File: config.mk
export PLATFORM = sky130hd
export DESIGN_NAME = secded_codec
export DESIGN_NICKNAME = d
export VERILOG_FILES = /design/src/rtl/secded_pkg.sv /design/src/rtl/secded_enc.sv /design/src/rtl/secded_syn.sv /design/src/rtl/secded_fix.sv /design/src/rtl/secded_codec.sv
export SDC_FILE = /design/constraint.sdc
export NUM_CORES = 1
export LEC_CHECK = 0
export CAP_MARGIN = 10
export CORE_ASPECT_RATIO = 0.8
export CORE_MARGIN = 4
export CORE_UTILIZATION = 40
export CTS_CLUSTER_SIZE = 30
export DETAILED_ROUTE_END_ITERATION = 8
export MAX_ROUTING_LAYER = met4
export PLACE_DENSITY = 0.77
export SLEW_MARGIN = 20
export SYNTH_ARGS = -nofsm -noshare
export SYNTH_HDL_FRONTEND = slang
export SYNTH_SLANG_ARGS = --single-unit
File: constraint.sdc
create_clock -name clk_i -period 1 [get_ports clk_i]
set_input_delay 0.15 -clock clk_i [delete_from_list [all_inputs] [get_ports clk_i]]
set_output_delay 0.15 -clock clk_i [all_outputs]
set_load 0.05 [all_outputs]
File: src/rtl/secded_pkg.sv
package secded_pkg;
  localparam int unsigned DATA_W = 4;
  localparam int unsigned CHK_W  = 4;
  localparam int unsigned CODE_W = DATA_W + CHK_W;
  localparam int unsigned RX_W   = CODE_W + 1;
  localparam int unsigned OUT_W  = 8;

  typedef logic [DATA_W-1:0] nib_t;
  typedef logic [CHK_W-1:0]  chk_t;
  typedef logic [CODE_W-1:0] code_t;

  typedef struct packed {
    logic clean;
    logic fixed;
    logic dbl;
  } flags_t;

  localparam flags_t FLAGS_CLEAN = '{clean: 1'b1, fixed: 1'b0, dbl: 1'b0};

  function automatic chk_t calc_chk(nib_t d);
    chk_t c;
    c[0] = d[0] ^ d[1] ^ d[2];
    c[1] = d[0] ^ d[1] ^ d[3];
    c[2] = d[0] ^ d[2] ^ d[3];
    c[3] = d[1] ^ d[2] ^ d[3];
    return c;
  endfunction
endpackage

File: src/rtl/secded_enc.sv
module secded_enc
  import secded_pkg::*;
(
  input  nib_t  data_i,
  output code_t code_o
);
  assign code_o = {data_i, calc_chk(data_i)};
endmodule

File: src/rtl/secded_syn.sv
module secded_syn
  import secded_pkg::*;
(
  input  code_t code_i,
  output chk_t  syn_o
);
  assign syn_o = calc_chk(code_i[CODE_W-1:CHK_W]) ^ code_i[CHK_W-1:0];
endmodule

File: src/rtl/secded_fix.sv
module secded_fix
  import secded_pkg::*;
(
  input  code_t  code_i,
  input  chk_t   syn_i,
  output nib_t   data_o,
  output flags_t flags_o
);
  localparam int unsigned WT_W = $clog2(CHK_W + 1);

  nib_t            flip;
  logic [WT_W-1:0] wt;
  nib_t            raw;

  assign raw = code_i[CODE_W-1:CHK_W];
  assign wt  = WT_W'($countones(syn_i));

  // a data bit is flipped when the syndrome equals its check column
  for (genvar i = 0; i < DATA_W; i++) begin : g_col
    assign flip[i] = (syn_i == calc_chk(nib_t'(1 << i)));
  end

  always_comb begin
    flags_o = '0;
    data_o  = '0;
    if (syn_i == '0) begin
      flags_o.clean = 1'b1;
      data_o        = raw;
    end else if (wt[0]) begin
      // odd weight: single error, check-bit hits leave flip at zero
      flags_o.fixed = 1'b1;
      data_o        = raw ^ flip;
    end else begin
      flags_o.dbl = 1'b1;
    end
  end
endmodule

File: src/rtl/secded_codec.sv
module secded_codec
  import secded_pkg::*;
#(
  parameter bit OUT_REG = 1'b1
) (
  input  logic              clk_i,
  input  logic              rst_ni,
  input  logic [DATA_W-1:0] enc_data_i,
  output logic [CODE_W-1:0] enc_code_o,
  input  logic [RX_W-1:0]   dec_word_i,
  output logic [OUT_W-1:0]  dec_data_o,
  output logic              dec_clean_o,
  output logic              dec_fixed_o,
  output logic              dec_double_o
);
  code_t  rx_code;
  chk_t   syn;
  nib_t   fix_data;
  flags_t fix_flags;
  nib_t   out_data;
  flags_t out_flags;
  logic   unused_filler;

  assign rx_code       = dec_word_i[CODE_W-1:0];
  assign unused_filler = dec_word_i[RX_W-1];

  secded_enc i_enc (
    .data_i (enc_data_i),
    .code_o (enc_code_o)
  );

  secded_syn i_syn (
    .code_i (rx_code),
    .syn_o  (syn)
  );

  secded_fix i_fix (
    .code_i  (rx_code),
    .syn_i   (syn),
    .data_o  (fix_data),
    .flags_o (fix_flags)
  );

  if (OUT_REG) begin : g_reg
    always_ff @(posedge clk_i or negedge rst_ni) begin
      if (!rst_ni) begin
        out_data  <= '0;
        out_flags <= FLAGS_CLEAN;
      end else begin
        out_data  <= fix_data;
        out_flags <= fix_flags;
      end
    end
  end else begin : g_comb
    logic unused_clk;
    assign unused_clk = clk_i ^ rst_ni;
    assign out_data   = fix_data;
    assign out_flags  = fix_flags;
  end

  assign dec_data_o   = {{(OUT_W-DATA_W){1'b0}}, out_data};
  assign dec_clean_o  = out_flags.clean;
  assign dec_fixed_o  = out_flags.fixed;
  assign dec_double_o = out_flags.dbl;
endmodule

==> reports/metrics.yaml, run 1 <==
run_status:
  status: "did not finish"
  haltStage: "4_1_cts"
  firstError: "[ERROR DPL-0033] detailed placement checks failed during check placement."
place:
  hpwlAfterDp_um: 2320
  gp_congestion: 0.914
  io_buffer_count: 28
  pre_cts_ws_ns: -1.35
clock_network:
  cts-buffers-inserted: 3
  cts_sinks: 7
  post_cts_resized: 73
  cts_setup_buffers: 8
  root_buffer: "clkbuf_4"
  cts_buffer_depth: 2
  cts_hold_buf: 0
  htreeDepth: 1
floorplan:
  start_util_pct: 44.8
  rows: 13
  die_h_um: 47.3
  die_x_um: 57.1
  io-pin-count: 34
yosys:
  async_reset_ff_share_pct: 100
  yosys_warnings: 0
  synth_edf_count: 0
  ys_seq_elements: 7
  synthDistinctLibCells: 33
  post_synth.cell_area_avg_um2: 8.87
  yosysSeqAreaShare_pct: 22.9
  syn-cell-area_um2: 772
  ys.flop_type: "dfrtp_1"
  syn-instance-count: 87
[metrics by stage]
step                      area [um^2]  instances  utilization, %  hold WS (ns)  TNS (ns)
after floorplan                   947         90               -        -0.146     -4.57
after global placement           1460        150            84.7         0.426    -10.67
after detailed placement         1460        150            84.7         0.429    -11.51
[Yosys cell counts, types with 3 or more instances]
master,instances,area (um^2)
nand3_1,5,25.0
buf_2,3,15.0
dfrtp_1,6,150
a21oi_1,4,20.0
xnor2_2,3,48.8
nand2_1,4,15.0
buf_4,8,60.1
xnor2_1,16,140
o21ai_1,3,15.0
nor2_1,3,11.3
o21ai_0,3,15.0
[logic make-up after synthesis]
group	after synthesis	synth area share, %
buffers and inverters	15	12.0
other	1	0.486
adders and majority gates	2	2.92
and+or+nand+nor	19	12.2
AOI/OAI and AO/OA	18	16.0
xor gates and xnor gates	23	31.0
muxes	2	2.59
DFF	7	22.9
==> run 2: changes to the inputs <==
--- a/config.mk
+++ b/config.mk
@@ -6,13 +6,10 @@
 export NUM_CORES = 1
 export LEC_CHECK = 0
 export CAP_MARGIN = 10
-export CORE_ASPECT_RATIO = 0.8
-export CORE_MARGIN = 4
-export CORE_UTILIZATION = 40
-export CTS_CLUSTER_SIZE = 30
+export CORE_AREA = 4 4 65 67
 export DETAILED_ROUTE_END_ITERATION = 8
-export MAX_ROUTING_LAYER = met4
-export PLACE_DENSITY = 0.77
+export DIE_AREA = 0 0 69 71
+export PLACE_DENSITY_LB_ADDON = 0.15
 export SLEW_MARGIN = 20
 export SYNTH_ARGS = -nofsm -noshare
 export SYNTH_HDL_FRONTEND = slang
==> run 2 against run 1 <==
Effect of this change:
- synthesized area unchanged
- synthesized cell count unchanged
- the flow now finishes, with violations (setup timing)
==> reports/metrics.yaml, run 2 <==
run_status:
  status: "finished, violations left"
  violations: "setup timing"
routing:
  drtPass1Iterations: 4
  detail-route-antenna-nets: 0
  vias: 828
  drt_iter0_drc: 13
  via_per_inst: 4.25
  drt_wl_total_um: 2280
  drc: 0
  wl_per_cell_um: 11.7
global_route:
  grt_start_max_net_pins: 8
  overflow: 0
  grt_pass1_vias: 878
  grt_pass1_wl_um: 4000
  antenna_found_initial: 0
  grt.total_usage_pct: 10.1
yosys:
  yosysSeqAreaShare_pct: 22.9  # unchanged
  syn-instance-count: 87  # unchanged
  yosys_warnings: 0  # unchanged
  synth_top_area_share_pct: 19.4  # unchanged
  synthDistinctLibCells: 33  # unchanged
  synth_most_common_cell: "xnor2_1"
  post_synth.cell_area_avg_um2: 8.87  # unchanged
  async_reset_ff_share_pct: 100  # unchanged
  synth_edf_count: 0  # unchanged
  synth_commonest_cells: "xnor2_1, buf_4, dfrtp_1"
  syn-cell-area_um2: 772  # unchanged
  ys_seq_elements: 7  # unchanged
  yosysTopAreaCell: "dfrtp_1"
  ys.flop_type: "dfrtp_1"
  synth_area_leaders: "dfrtp_1, xnor2_1, buf_4"
power:
  swShare_pct: 41.6
  p_per_area_nw_per_um2: 1910
  switching_power_mw: 1.47
  p_leak_nw: 0.843
  ir_worst_vdd_mv: 0.532
  p_comb_share_pct: 75.6
  seq_power_share_pct: 13.4
  p_int_mw: 2.07
  p_clk_share_pct: 11.0
  power_mw: 3.54
floorplan:
  io-pin-count: 34  # unchanged
  die_x_um: 69  # +21%
  die_h_um: 71  # +50%
  die_area_um2: 4900
  start_util_pct: 21.2  # -24 points
  rows: 22  # +9
  core_um2: 3630
sta:
  hold_viol: 0
  min_period_over_period_pct: 153
  fin_ws_ns: -0.531
  tns_ns: -3.04
  rsz0062_at_grt: "yes"
  fmax_mhz: 653
  setup_viol: 8
  maxSlewViolCount: 0
  period_minus_slack_ns: 1.53
finish:
  final_area_um2: 1860
  layout_common_cells: "buf_4, buf_12, xnor2_2, buf_6, xnor2_4"
  fin_nets: 164
  largest-register: "out_data"
  drive_gt1_share_pct: 67.3
  largest_register_ffs: 4
  area_growth_pct: 140
  register_area_um2: 176
  multi_input_area_um2: 786
  antennaDiodeCount: 0
  final_common_cell: "buf_4"
  nFillCells: 327
  stdcell_count: 195
critical_path:
  crit_required_ns: 1.10
  cp-start-kind: "input pin"
  crit_type: "in2reg"
  crit_path_end: "out_data[2]"
  setup.worst_path.start: "dec_word_i[4]"
  cp-end-kind: "flop"
  crit_fanout: 6
  arrival_ns: 1.63
clock_network:
  cts_tree: "built"
  root_buffer: "clkbuf_8"
  cts-buffers-inserted: 3  # unchanged
  cts_buffer_depth: 2  # unchanged
  clk_pin_slew_ns: 0.04
  htreeDepth: 1  # unchanged
  cts_sinks: 7  # unchanged
  cts_hold_buf: 0  # unchanged
place:
  gp_congestion: 0.782  # -14%
  pre_cts_ws_ns: -1.33  # +0.0283 ns
  dpl.cell_count: 180  # +20%
  placed_area_um2: 1520  # +4.3%
  hpwlAfterDp_um: 1800  # -22%
  io_buffer_count: 28  # unchanged
min_path:
  hold_class: "in2async"
run:
  maxCapViolations: 0
[run 2: cell counts after synthesis]
Identical to the previous run, type by type.
[run 2: through the flow]
step / utilization, % / hold slack, ns
6_report: 51.1 / 0.171
5_1_grt: 51.1 / 0.181
4_1_cts: 50.6 / 0.180
3_5_place_dp: 41.9 / 0.415
3_3_place_gp: 41.9 / 0.422
2_1_floorplan: - / -0.146
[run 2: worst min path at each step]
| stage | end | slack, ns | cells after the start |
|---|---|---|---|
| 2_1_floorplan | dec_double_o | -0.15 | 0 |
| 3_3_place_gp | out_data[0] | 0.42 | 1 |
| 3_5_place_dp | out_data[0] | 0.42 | 1 |
| 4_1_cts | dec_fixed_o | 0.18 | 1 |
| 5_1_grt | dec_fixed_o | 0.18 | 1 |
| 6_report | dec_fixed_o | 0.17 | 1 |
[run 2: cells by family (layout without fill, tap and decap cells)]
family / after synthesis / count (layout) / share of synthesized area [%]
compound gates: 18 / 18 / 16.0
mux: 2 / 2 / 2.59
buf+inv: 15 / 72 / 12.0
fa+ha+maj: 2 / 2 / 2.92
xor+xnor: 23 / 23 / 31.0
flops: 7 / 7 / 22.9
simple gates: 19 / 19 / 12.2
other cells: 1 / 4 / 0.486
[run 2: layout make-up]
type	count	share of cell area (%)
Clock buffer	4	2.43
Inverter	3	0.674
Multi-Input combinational cell	68	42.3
Sequential cell	7	9.51
Tap cell	48	3.24
Timing Repair Buffer	65	41.8
[run 2: timing repair]
item	in CTS	in global routing
resized for setup	90	4
endpoints found under the hold margin	0	0
endpoints found under the setup margin	16	12
pin swaps	22	8
setup buffers	12	0
[run 2: routing by layer]
metal / vias up / track usage [%] / wire length (um)
met1: 394 / 10.0 / 822
met3: 4 / 3.27 / 149
met2: 27 / 19.1 / 1270
met5: - / 0 / 0
li1: 403 / - / -
met4: 0 / 4.56 / 35
[run 2: power by group through the flow]
stage / Combinational [mW] / Sequential [mW] / Clock, mW
floorplan: 0.956 / 0.803 / 0
global placement: 2.27 / 0.481 / 0
detailed placement: 2.29 / 0.481 / 0
CTS: 2.62 / 0.477 / 0.394
global route: 2.82 / 0.490 / 0.424
finish: 2.67 / 0.475 / 0.388
[run 2: worst max-delay path: stages]
cell and delay (ns):
buf_8 0.10, buf_6 0.12, xor2_4 0.22, xnor2_4 0.15
inv_2 0.07, ha_4 0.32, nor3_1 0.07, and3_1 0.17
a211o_1 0.26
Note: power is estimated with default switching activity, not from simulation.
